==> src/rtl/ramdac_pkg.sv <==
package ramdac_pkg;

    localparam int PTR_W    = 6;
    localparam int PRESC_W  = 10;
    localparam int RATE_W   = 3;
    localparam int BUS_AW   = 8;
    localparam int CFG_W    = 5 + RATE_W;
    localparam logic [BUS_AW-1:0] CTRL_ADDR = 8'h10;

    // Control register layout, MSB first
    typedef struct packed {
        logic              inc_on_read;   // bit 7
        logic              access_en;     // bit 6
        logic [RATE_W-1:0] rate;          // bits 5:3
        logic              dir_up;        // bit 2
        logic              auto_cycle;    // bit 1
        logic              enable;        // bit 0
    } ramdac_cfg_t;

    typedef enum logic {
        SCAN_DOWN = 1'b0,
        SCAN_UP   = 1'b1
    } scan_dir_e;

    typedef enum logic [1:0] {
        ACT_HOLD,
        ACT_CLEAR,
        ACT_HOST,
        ACT_SCAN
    } ptr_act_e;

    function automatic ramdac_cfg_t decode_cfg(input logic [CFG_W-1:0] raw);
        return ramdac_cfg_t'(raw);
    endfunction

    function automatic logic host_step_req(input logic access_en, input logic inc_on_read,
                                           input logic rd, input logic wr);
        return access_en && (inc_on_read ? rd : wr);
    endfunction

endpackage

==> src/rtl/ramdac_cfg_reg.sv <==
module ramdac_cfg_reg
    import ramdac_pkg::*;
#(
    parameter int                BUS_AW_P = BUS_AW,
    parameter logic [BUS_AW_P-1:0] REG_ADDR = CTRL_ADDR
) (
    input  logic                clk,
    input  logic                rst,
    input  logic                cfg_we,
    input  logic [BUS_AW_P-1:0] cfg_addr,
    input  logic [CFG_W-1:0]    cfg_wdata,
    output ramdac_cfg_t         cfg,
    output logic                load,
    output logic                load_clear,
    output logic                load_dir_up
);

    ramdac_cfg_t cfg_q;
    ramdac_cfg_t wr_cfg;

    always_comb begin
        wr_cfg      = decode_cfg(cfg_wdata);
        load        = cfg_we && (cfg_addr == REG_ADDR);
        load_clear  = load && !wr_cfg.access_en;
        load_dir_up = wr_cfg.dir_up;
    end

    always_ff @(posedge clk) begin
        if (rst) begin
            cfg_q <= '0;
        end else if (load) begin
            cfg_q <= wr_cfg;
        end
    end

    assign cfg = cfg_q;


    miss_write_ignored_chk: assert property (@(posedge clk) disable iff (rst)
        (cfg_we && cfg_addr != REG_ADDR) |=> $stable(cfg_q));

endmodule

==> src/rtl/ramdac_prescaler.sv <==
module ramdac_prescaler
    import ramdac_pkg::*;
#(
    parameter int PRESC_W_P = PRESC_W,
    parameter int RATE_W_P  = RATE_W
) (
    input  logic                clk,
    input  logic                rst,
    input  logic                enable,
    input  logic [RATE_W_P-1:0] rate,
    output logic                tick
);

    localparam int NUM_RATES = 1 << RATE_W_P;

    logic [PRESC_W_P-1:0] cnt_q;
    logic [NUM_RATES-1:0] stage_hit;

    always_ff @(posedge clk) begin
        if (rst) begin
            cnt_q <= '0;
        end else begin
            cnt_q <= cnt_q + 1'b1;
        end
    end

    // Code g divides by 2**(PRESC_W_P-g): the low PRESC_W_P-g bits all set
    for (genvar g = 0; g < NUM_RATES; g++) begin : g_stage
        assign stage_hit[g] = &cnt_q[PRESC_W_P-1-g:0];
    end

    assign tick = enable && stage_hit[rate];


    tick_single_cycle_chk: assert property (@(posedge clk) disable iff (rst)
        tick |=> !tick);


    tick_needs_enable_chk: assert property (@(posedge clk) disable iff (rst)
        tick |-> enable);

endmodule

==> src/rtl/ramdac_scan_ptr.sv <==
module ramdac_scan_ptr
    import ramdac_pkg::*;
#(
    parameter int PTR_W_P = PTR_W
) (
    input  logic               clk,
    input  logic               rst,
    input  logic               load,
    input  logic               load_clear,
    input  logic               load_dir_up,
    input  logic               access_en,
    input  logic               inc_on_read,
    input  logic               auto_cycle,
    input  logic               host_rd,
    input  logic               host_wr,
    input  logic               tick,
    output logic [PTR_W_P-1:0] ptr,
    output logic               dir_up
);

    localparam logic [PTR_W_P-1:0] TOP = '1;
    localparam logic [PTR_W_P-1:0] BOT = '0;

    logic [PTR_W_P-1:0] ptr_q;
    scan_dir_e          dir_q;
    ptr_act_e           act;
    logic               host_step;
    logic [PTR_W_P-1:0] scan_ptr_n;
    scan_dir_e          scan_dir_n;

    always_comb begin
        host_step = host_step_req(access_en, inc_on_read, host_rd, host_wr);
        if (load) begin
            act = load_clear ? ACT_CLEAR : ACT_HOLD;
        end else if (host_step) begin
            act = ACT_HOST;
        end else if (tick) begin
            act = ACT_SCAN;
        end else begin
            act = ACT_HOLD;
        end
    end

    always_comb begin
        scan_ptr_n = ptr_q;
        scan_dir_n = dir_q;
        if (dir_q == SCAN_UP) begin
            if (ptr_q != TOP) begin
                scan_ptr_n = ptr_q + 1'b1;
            end else if (auto_cycle) begin
                scan_ptr_n = TOP - 1'b1;
                scan_dir_n = SCAN_DOWN;
            end
        end else begin
            if (ptr_q != BOT) begin
                scan_ptr_n = ptr_q - 1'b1;
            end else if (auto_cycle) begin
                scan_ptr_n = BOT + 1'b1;
                scan_dir_n = SCAN_UP;
            end
        end
    end

    always_ff @(posedge clk) begin
        if (rst) begin
            ptr_q <= '0;
            dir_q <= SCAN_DOWN;
        end else begin
            unique case (act)
                ACT_CLEAR: ptr_q <= '0;
                ACT_HOST:  ptr_q <= ptr_q + 1'b1;
                ACT_SCAN: begin
                    ptr_q <= scan_ptr_n;
                    dir_q <= scan_dir_n;
                end
                default:   ptr_q <= ptr_q;
            endcase
            if (load) begin
                dir_q <= scan_dir_e'(load_dir_up);
            end
        end
    end

    assign ptr    = ptr_q;
    assign dir_up = (dir_q == SCAN_UP);


    idle_hold_chk: assert property (@(posedge clk) disable iff (rst)
        (!load && !host_step && !tick) |=> $stable(ptr_q));


    scan_up_step_chk: assert property (@(posedge clk) disable iff (rst)
        (!load && !host_step && tick && dir_q == SCAN_UP && ptr_q != TOP)
        |=> ptr_q == PTR_W_P'($past(ptr_q) + 1'b1));


    top_stop_chk: assert property (@(posedge clk) disable iff (rst)
        (!load && !host_step && tick && !auto_cycle && dir_q == SCAN_UP && ptr_q == TOP)
        |=> ptr_q == TOP);


    top_bounce_chk: assert property (@(posedge clk) disable iff (rst)
        (!load && !host_step && tick && auto_cycle && dir_q == SCAN_UP && ptr_q == TOP)
        |=> (ptr_q == PTR_W_P'(TOP - 1'b1) && dir_q == SCAN_DOWN));


    host_step_chk: assert property (@(posedge clk) disable iff (rst)
        (!load && host_step) |=> ptr_q == PTR_W_P'($past(ptr_q) + 1'b1));


    clear_on_load_chk: assert property (@(posedge clk) disable iff (rst)
        load_clear |=> ptr_q == BOT);

endmodule

==> src/rtl/ramdac_scan_ctrl.sv <==
module ramdac_scan_ctrl
    import ramdac_pkg::*;
#(
    parameter int                  BUS_AW_P  = BUS_AW,
    parameter logic [BUS_AW_P-1:0] REG_ADDR  = CTRL_ADDR,
    parameter int                  PTR_W_P   = PTR_W,
    parameter int                  PRESC_W_P = PRESC_W
) (
    input  logic                clk,
    input  logic                rst,
    input  logic                cfg_we,
    input  logic [BUS_AW_P-1:0] cfg_addr,
    input  logic [CFG_W-1:0]    cfg_wdata,
    input  logic                host_rd,
    input  logic                host_wr,
    output logic [PTR_W_P-1:0]  ram_addr,
    output logic                scan_tick
);

    ramdac_cfg_t cfg;
    logic        load;
    logic        load_clear;
    logic        load_dir_up;
    logic        tick;
    logic        scan_dir_up;

    ramdac_cfg_reg #(
        .BUS_AW_P (BUS_AW_P),
        .REG_ADDR (REG_ADDR)
    ) u_cfg (
        .clk         (clk),
        .rst         (rst),
        .cfg_we      (cfg_we),
        .cfg_addr    (cfg_addr),
        .cfg_wdata   (cfg_wdata),
        .cfg         (cfg),
        .load        (load),
        .load_clear  (load_clear),
        .load_dir_up (load_dir_up)
    );

    ramdac_prescaler #(
        .PRESC_W_P (PRESC_W_P),
        .RATE_W_P  (RATE_W)
    ) u_presc (
        .clk    (clk),
        .rst    (rst),
        .enable (cfg.enable),
        .rate   (cfg.rate),
        .tick   (tick)
    );

    ramdac_scan_ptr #(
        .PTR_W_P (PTR_W_P)
    ) u_ptr (
        .clk         (clk),
        .rst         (rst),
        .load        (load),
        .load_clear  (load_clear),
        .load_dir_up (load_dir_up),
        .access_en   (cfg.access_en),
        .inc_on_read (cfg.inc_on_read),
        .auto_cycle  (cfg.auto_cycle),
        .host_rd     (host_rd),
        .host_wr     (host_wr),
        .tick        (tick),
        .ptr         (ram_addr),
        .dir_up      (scan_dir_up)
    );

    assign scan_tick = tick;


    dir_follows_write_chk: assert property (@(posedge clk) disable iff (rst)
        load |=> scan_dir_up == cfg.dir_up);

endmodule

==> config.mk <==
export PLATFORM = sky130hd
export DESIGN_NAME = ramdac_scan_ctrl
export DESIGN_NICKNAME = d
export VERILOG_FILES = /design/src/rtl/ramdac_pkg.sv /design/src/rtl/ramdac_cfg_reg.sv /design/src/rtl/ramdac_prescaler.sv /design/src/rtl/ramdac_scan_ptr.sv /design/src/rtl/ramdac_scan_ctrl.sv
export SDC_FILE = /design/constraint.sdc
export NUM_CORES = 1
export LEC_CHECK = 0
export CORE_MARGIN = 4
export CORE_UTILIZATION = 54
export CTS_BUF_LIST = sky130_fd_sc_hd__clkbuf_4 sky130_fd_sc_hd__clkbuf_8
export DETAILED_ROUTE_END_ITERATION = 12
export GPL_TIMING_DRIVEN = 0
export MAX_ROUTING_LAYER = met4
export PLACE_DENSITY_LB_ADDON = 0.05
export SYNTH_ARGS = -nofsm -noshare
export SYNTH_HDL_FRONTEND = slang
export SYNTH_SLANG_ARGS = --single-unit
==> constraint.sdc <==
create_clock -name clk -period 2.9 [get_ports clk]
set_input_delay 0.58 -clock clk [delete_from_list [all_inputs] [get_ports clk]]
set_output_delay 0.58 -clock clk [all_outputs]
set_load 0.02 [all_outputs]
==> results of run 1 <==
==> cell usage in the layout, fill, tap and decap left out, drive strengths merged, types with 2 or more instances in the layout <==
cell type	synthesis	routed
nand4	2	2
nand2	25	25
nor3	10	10
clkbuf	3	7
dfxtp	24	24
or3	2	2
o21ai	8	8
nor2b	5	5
clkdlybuf4s50	0	26
ha	6	6
a211oi	2	2
xor2	4	4
inv	8	8
a22oi	2	2
a32oi	3	3
nor2	16	16
buf	7	9
a21oi	15	15
nand3	12	12
and2	3	3
xnor2	5	5
o32ai	4	4
and3	2	2
==> power breakdown <==
part / switching, W / total, W / internal (W) / leakage, nW
clock: 0.0000926 / 0.000141 / 0.0000485 / 0.0138
combinational: 0.0000139 / 0.0000444 / 0.0000304 / 0.441
sequential: 0.00000330 / 0.000337 / 0.000333 / 0.194
==> layer usage <==
| metal | vias up | GRT usage, % | share of wire (%) | wire length [um] |
|---|---|---|---|---|
| li1 | 751 | - | - | - |
| met5 | - | - | 0 | 0 |
| met2 | 54 | 30.82 | 44 | 1555 |
| met3 | 2 | 4.822 | 7.2 | 255 |
| met1 | 645 | 30.93 | 49 | 1731 |
| met4 | 0 | 2.786 | 0.39 | 14 |
==> registers in the layout (all words and copies together), names as in the netlist <==
signal         flops
u_presc.cnt_q     10
u_cfg.cfg          7
u_ptr.ptr          6
u_ptr.dir_up       1
==> worst max-delay path, cell delays in order (launching register included) <==
cell and delay, ns:
dfxtp_1 0.36, ha_1 0.22, nand3_1 0.18, nor2_2 0.09
and2_1 0.16, ha_1 0.21, a221oi_4 0.30, nor2_1 0.11
clkbuf_2 0.17
==> final cells by class <==
type                    instances  area [um^2]
well taps                      31        38.79
repair buffers                 29        280.3
flip-flops and latches         24        480.5
clock buffers                   3        22.52
inverters                       8        30.03
fillers                       228        847.1
multi-input cells             147        964.7
plain buffers                  10        70.07
==> path summary, 6_finish.rpt <==
path                     from           end  cells past startpoint
min reg2reg      u_cfg.cfg[0]  u_cfg.cfg[0]                      2
min              u_cfg.cfg[0]  u_cfg.cfg[0]                      2
max reg2reg  u_presc.cnt_q[0]  u_ptr.ptr[0]                     10
max          u_presc.cnt_q[0]     scan_tick                      8
==> cell families after synthesis <==
kind of cell	after synthesis
and+or+nand+nor	85
DFF	24
xor gates and xnor gates	9
adders and majority gates	6
AOI/OAI and AO/OA	46
muxes	1
buffers and inverters	18
==> metrics by stage <==
| step | cells | util, % | hold slack (ns) |
|---|---|---|---|
| finish | 252 | 69.02 | 0.4731 |
| detailed placement | 247 | 67.32 | 0.4543 |
| global route | 252 | 69.02 | 0.4916 |
| CTS | 252 | 69.06 | 0.4756 |
| global placement | 247 | 67.32 | 0.4419 |
| floorplan | 189 | - | 0.4258 |
==> timing repair <==
action | in CTS | in global routing
setup buffers | 2 | 0
setup endpoints to repair | 1 | 1
pin swaps | 2 | 0
resized for setup | 2 | 3
==> summary.txt, run 1 <==
Status - complete, no violations
Via density per instance - 5.762
Critical Path RT - 2.32 ns
CTS tree - yes
Setup crit start kind - register
Initial antenna violation count - 0
Yosys reg bits - 24
Post-synthesis area per instance - 8.103 um^2
Dominant synthesized flop cell - dfxtp_1
Input/output buffers - 27
Cell Rows - 19
Post-synthesis compound-gate area fraction - 23.61%
Die width - 61.26 um
Vias in the first global route - 1,294
Multiplexer area fraction after synthesis - 0.7353%
Slew @ Worst Pin - 0.6257 ns
WP data arrival - 2.10 ns
Largest family of logic cells by synthesized area - simple AND/OR/NAND/NOR gates
Simple-gate share of the synthesized area - 27.70%
Post-synthesis xor/xnor area fraction - 5.147%
RSZ-0062 raised after global routing - no
Die area - 3752 um^2
Final Instance Area - 1887 um^2
Initial Utilization - 56.02%
Core area - 2734 um^2
Endpoints failing setup - 0
Share of post-route cells with drive strength above 1 - 12.22%
Worst-Skew Late Latency - 0.31 ns
Largest net degree at the start of global routing - 13
Synth Area in Adders - 4.902%
Routed WL - 3.557 mm
Crit path kind - register to output pin
WL/cell - 14.12 um
Yosys cell types - 49
Post-route DRC - 0
GRT Util Overall - 21.32%
Minimum clock period after layout - 2.684 ns
I/O pin total - 28
H-tree depth - 1
Nets@finish - 250
Final Max Slew Viols - 0
Most frequent cells after synthesis - 25 x nand2_1, 24 x dfxtp_1, 16 x nor2_1, 14 x a21oi_1, 12 x nand3_1
Seq/Total Area, Yosys - 31.37%
Post-synthesis async set-or-reset flop share - 0%
Place WS - 0.01570 ns
Fin crit share - 92.55%
YS warnings - 0
Synth Net Count - 216
CTS sink cnt - 24
CTS Buf Count - 3
Leakage - 0.6491 nW
Root buf cell - clkbuf_4
Post-Synthesis Cells - 189
Pwr per Cell Area - 276.7 nW/um^2
Die Y - 61.26 um
Via count - 1,452
Min-Delay Path Class - register to register
Cell Area, Synth - 1531 um^2
Final hold violation count - 0
Placer Congestion - 0.9177
Max frequency - 372.6 MHz
Final setup TNS - 0 ns
Yosys top cell area share - 31.37%
Area after DPL - 1841 um^2
Yosys top cell by area - dfxtp_1
Area contributors post-synth - dfxtp_1 31%, nand2_1 6.1%, ha_1 4.9%
Top-count cell post-synth - nand2_1
First-pass GRT wire length - 5.885 mm
EDFF count, synth - 0
Worst-case clock skew - 0.007447 ns
Final Power - 0.0005222 W
Worst R2R Setup Slack - 0.22 ns
Initial detailed-routing violation count - 110
Remaining Overflow, GRT - 0
VDD IR max - 351.8 uV
Layout area overhead - 23.20%
Max Root-Sink Buffers - 2
Max Cap Violations - 0
Worst-path clk slew - 0.13 ns
Slew headroom - 57.97%
CP max FO - 5
TritonRoute pass-1 iters - 4
CP endpoint kind - output pin
ANT cells - 0
DP HPWL - 2.799 mm
Post-cts hold buffer count - 0
Routed Antenna Nets - 0
Worst setup margin - 0.2162 ns
Power figures use the tool's default switching activity.
==> run 2, diff against run 1 <==
--- a/config.mk
+++ b/config.mk
@@ -5,13 +5,16 @@
 export SDC_FILE = /design/constraint.sdc
 export NUM_CORES = 1
 export LEC_CHECK = 0
+export CELL_PAD_IN_SITES_DETAIL_PLACEMENT = 1
+export CELL_PAD_IN_SITES_GLOBAL_PLACEMENT = 1
 export CORE_MARGIN = 4
-export CORE_UTILIZATION = 54
+export CORE_UTILIZATION = 40
 export CTS_BUF_LIST = sky130_fd_sc_hd__clkbuf_4 sky130_fd_sc_hd__clkbuf_8
 export DETAILED_ROUTE_END_ITERATION = 12
 export GPL_TIMING_DRIVEN = 0
 export MAX_ROUTING_LAYER = met4
 export PLACE_DENSITY_LB_ADDON = 0.05
+export SLEW_MARGIN = 20
 export SYNTH_ARGS = -nofsm -noshare
 export SYNTH_HDL_FRONTEND = slang
 export SYNTH_SLANG_ARGS = --single-unit
==> summary.txt, run 2 (synthesized netlist as in run 1, its figures left out) <==
CTS sink cnt - 24
Largest net degree at the start of global routing - 15
Layout area overhead - 27.78%
Place WS - -0.006458 ns
Die area - 4883 um^2
DR WL met2 - 2.155 mm
Commonest non-fill, non-tap cell in the layout - clkdlybuf4s50_1
RR Startpoint - u_presc.cnt_q[0]
Pwr per Cell Area - 349.3 nW/um^2
Remaining Overflow, GRT - 0
Layout Cells excl Fill - 270
H-tree depth - 1
Setup crit start kind - register
Initial Utilization - 41.52%
Slew @ Worst Pin - 0.6500 ns
Critical Path RT - 3.10 ns
Vias in the first global route - 1,668
Max frequency - 369.8 MHz
ANT cells - 0
Via density per instance - 5.737
TritonRoute pass-1 iters - 4
Initial antenna violation count - 0
Share of post-route cells with drive strength above 1 - 12.61%
RSZ-0062 raised after global routing - no
CTS tree - yes
WL/cell - 16.92 um
Nets@finish - 250
Worst-Skew Late Latency - 0.27 ns
DP HPWL - 3.393 mm
Wire length on met3 - 214 um
Endpoints failing setup - 0
CP endpoint kind - register
Max Root-Sink Buffers - 2
Final hold violation count - 0
Final Power - 0.0006835 W
Post-route DRC - 0
R2R cell count - 10
Hold depth - 1
Routed Antenna Nets - 0
Most frequent cells in the layout - 26 x clkdlybuf4s50_1, 25 x nand2_1, 24 x dfxtp_1, 15 x nor2_1, 14 x a21oi_1
RR Endpoint - u_ptr.ptr[0]
Routed WL - 4.569 mm
Final Max Slew Viols - 0
Worst-case clock skew - 0.004742 ns
Leakage - 0.6710 nW
Initial detailed-routing violation count - 102
Placed Cells - 264
CTS Buf Count - 3
Slew headroom - 56.33%
Worst R2R Setup Slack - 0.20 ns
Max reg flops - 10
Die width - 69.88 um
Highest routing layer actually used - met4
GRT Util Overall - 19.67%
Placer Congestion - 0.9038
Core area - 3689 um^2
Biggest register - u_presc.cnt_q
I/O pin total - 28
Die Y - 69.88 um
Status - complete, no violations
Min-Delay Path Class - register to register
Via count - 1,549
Hold EP - u_presc.cnt_q[0]
Crit path kind - register to register
M1 WL - 2.142 mm
First-pass GRT wire length - 7.762 mm
VDD IR max - 176.5 uV
Minimum clock period after layout - 2.704 ns
Max Cap Violations - 0
Root buf cell - clkbuf_8
Worst setup margin - 0.1956 ns
Hold Path Origin - u_presc.cnt_q[0]
CP max FO - 5
WP data arrival - 2.90 ns
# fillers - 468
Input/output buffers - 27
Worst-path clk slew - 0.09 ns
Cell Rows - 22
Fin crit share - 93.26%
## run 2: timing repair
| item | CTS | global route |
|---|---|---|
| pin swaps | 1 | 1 |
| buffers inserted | 1 | 1 |
| resized for setup | 2 | 3 |
| hold buffers | 0 | 0 |
| setup endpoints to repair | 1 | 3 |
## run 2: through the flow
| stage | util (%) | hold WS, ns | TNS, ns | instance area (um^2) |
|---|---|---|---|---|
| 3_5_place_dp | 50.47 | 0.4526 | -0.006458 | 1862 |
| 4_1_cts | 52.88 | 0.4727 | 0 | 1951 |
| 5_1_grt | 53.05 | 0.4975 | 0 | 1957 |
| 6_report | 53.05 | 0.4661 | 0 | 1957 |
| 2_1_floorplan | - | 0.4258 | 0 | 1531 |
| 3_3_place_gp | 50.47 | 0.4413 | 0 | 1862 |
## run 2: worst max-delay path: stages (launching register included)
cell and delay [ns]:
dfxtp_1 0.37, ha_1 0.19, nand3_1 0.19, nor2_2 0.23, and2_1 0.15, ha_1 0.19
a221oi_4 0.08, buf_4 0.17, nor3_1 0.56, a32oi_1 0.24, a211oi_2 0.25
## run 2: power breakdown
group / switching [W] / internal [W]
clock: 0.000116 / 0.000185
combinational: 0.0000159 / 0.0000307
sequential: 0.00000325 / 0.000333
## run 2: worst max-delay path by stage
stage / start / to / slack, ns / cells after the start
2_1_floorplan: u_ptr.ptr[0] / u_ptr.ptr[4] / 0.58 / 8
3_3_place_gp: u_presc.cnt_q[0] / scan_tick / 0.02 / 8
3_5_place_dp: u_presc.cnt_q[0] / scan_tick / -0.006 / 8
4_1_cts: u_presc.cnt_q[0] / scan_tick / 0.01 / 9
5_1_grt: u_presc.cnt_q[0] / u_ptr.ptr[0] / 0.008 / 10
6_report: u_presc.cnt_q[0] / u_ptr.ptr[0] / 0.20 / 10
## run 2: area by class of cell
type	instances	area, um^2	share of cell area, %
tap	48	60.06	3.069
clock buffer	3	41.29	2.110
clock inverter	1	30.03	1.535
multi-input combinational	147	964.7	49.30
timing repair buffer	29	280.3	14.32
sequential	24	480.5	24.55
inverter	8	30.03	1.535
buffer	10	70.07	3.581
## run 2: per-layer routing
layer / track usage, % / up-vias
met5: - / -
met4: 5.319 / 0
met3: 2.878 / 9
met2: 30.75 / 45
met1: 26.58 / 744
li1: - / 751
==> run 3, diff against run 2 <==
--- a/config.mk
+++ b/config.mk
@@ -10,10 +10,11 @@
 export CORE_MARGIN = 4
 export CORE_UTILIZATION = 40
 export CTS_BUF_LIST = sky130_fd_sc_hd__clkbuf_4 sky130_fd_sc_hd__clkbuf_8
+export CTS_CLUSTER_SIZE = 24
 export DETAILED_ROUTE_END_ITERATION = 12
 export GPL_TIMING_DRIVEN = 0
 export MAX_ROUTING_LAYER = met4
-export PLACE_DENSITY_LB_ADDON = 0.05
+export PLACE_DENSITY_LB_ADDON = 0.1
 export SLEW_MARGIN = 20
 export SYNTH_ARGS = -nofsm -noshare
 export SYNTH_HDL_FRONTEND = slang
==> summary.txt, run 3 (synthesized netlist as in run 1, its figures left out) <==
Final Max Slew Viols - 0
Area occupied by multi-input gates - 969.7 um^2
Worst-case clock skew - 0.002065 ns
RSZ-0062 raised after global routing - no
Die area - 4883 um^2
CTS sink cnt - 24
Status - complete, no violations
Min-Delay Path Class - register to register
Pwr per Cell Area - 319.6 nW/um^2
CP max FO - 5
Post-route DRC - 0
Core area - 3689 um^2
Pint - 0.0004853 W
Via density per instance - 5.725
Max reg flops - 10
Hold depth - 1
ANT cells - 0
Slew @ Worst Pin - 0.7106 ns
VDD IR max - 273.9 uV
Nets@finish - 249
Root buf cell - clkbuf_8
Max frequency - 373.6 MHz
Crit path kind - register to register
Worst setup margin - 0.2233 ns
Switching part of the total power - 21.67%
Routed Antenna Nets - 0
Biggest register - u_presc.cnt_q
Via count - 1,540
Worst-path clk slew - 0.09 ns
WL/cell - 16.58 um
Combinational share of power - 7.5%
CTS Buf Count - 3
Post-cts hold buffer count - 0
FF+latch area - 480.5 um^2
Setup crit start kind - register
Critical Path RT - 3.10 ns
GRT Util Overall - 19.38%
H-tree depth - 1
I/O pin total - 28
CTS tree - yes
Power share of the sequential group - 54.4%
Initial detailed-routing violation count - 93
Die width - 69.88 um
Remaining Overflow, GRT - 0
Most frequent cells in the layout - 26 x clkdlybuf4s50_1, 25 x nand2_1, 24 x dfxtp_1, 15 x nor2_1, 14 x a21oi_1
Routed WL - 4.460 mm
Largest net degree at the start of global routing - 14
Max Root-Sink Buffers - 2
Vias in the first global route - 1,525
P_sw - 0.0001343 W
Placer Congestion - 0.9444
Fin crit share - 92.30%
R2R cell count - 10
WP data arrival - 2.88 ns
Leakage - 0.6599 nW
Commonest non-fill, non-tap cell in the layout - clkdlybuf4s50_1
Share of post-route cells with drive strength above 1 - 12.67%
Clock share of power - 38.1%
Initial antenna violation count - 0
CP endpoint kind - register
Final setup TNS - 0 ns
Cell Rows - 22
Initial Utilization - 41.52%
Die Y - 69.88 um
Slew headroom - 52.26%
# fillers - 462
Layout area overhead - 26.55%
First-pass GRT wire length - 7.555 mm
TritonRoute pass-1 iters - 4
Input/output buffers - 27
Max Cap Violations - 0
Place WS - 0.006454 ns
DP HPWL - 3.288 mm
Final hold violation count - 0
Worst-Skew Late Latency - 0.27 ns
Minimum clock period after layout - 2.677 ns
Endpoints failing setup - 0
run 3: per-layer routing:
layer | share of wire, % | vias up | global-route usage, %
met5 | 0 | - | -
met3 | 4.1 | 4 | 2.878
met1 | 48 | 741 | 26.48
met2 | 47 | 46 | 29.49
met4 | 1.1 | 0 | 6.170
li1 | - | 749 | -
run 3: metrics by stage:
step	hold WS, ns	total power (W)	utilization [%]	cells	cell area, um^2
global placement	0.4434	0.0003882	50.47	264	1862
detailed placement	0.4504	0.0003906	50.47	264	1862
floorplan	0.4258	0.0003569	-	189	1531
finish	0.4666	0.0006195	52.54	269	1938
CTS	0.4682	0.0006281	52.44	268	1934
global route	0.4889	0.0006499	52.54	269	1938
run 3: power groups by stage:
stage | Clock, W | Combinational (W) | Sequential, W
after global routing | 0.000262 | 0.0000504 | 0.000338
after CTS | 0.000245 | 0.0000467 | 0.000337
after floorplan | 0 | 0.0000135 | 0.000343
after global placement | 0 | 0.0000444 | 0.000344
after detailed placement | 0 | 0.0000463 | 0.000344
final | 0.000236 | 0.0000464 | 0.000337
run 3: final timing paths:
path,start,endpoint,slack (ns)
setup reg to reg,u_presc.cnt_q[0],u_ptr.ptr[0],0.22
hold reg to reg,u_presc.cnt_q[0],u_presc.cnt_q[0],0.47
setup / recovery,u_presc.cnt_q[0],u_ptr.ptr[0],0.22
hold / removal,u_presc.cnt_q[0],u_presc.cnt_q[0],0.47
run 3: layout make-up:
type,count,area share (%)
Sequential cell,24,24.79
Multi-Input combinational cell,147,50.03
Clock buffer,4,2.841
Inverter,8,1.549
Tap cell,48,3.099
Timing Repair Buffer,28,14.07
Buffer,10,3.615
run 3: worst max-delay path, cell delays in order, from the launching register on:
cell,delay (ns)
dfxtp_1,0.38
ha_1,0.20
nand3_2,0.13
nor2_2,0.22
and2_1,0.16
ha_1,0.20
a221oi_4,0.10
buf_4,0.17
nor3_1,0.60
a32oi_1,0.21
a211oi_2,0.24
run 3: what timing repair did:
action                                  CTS  global route
resized for setup                         4             2
pin swaps                                 1             2
setup buffers                             0             1
endpoints found under the setup margin    1             1
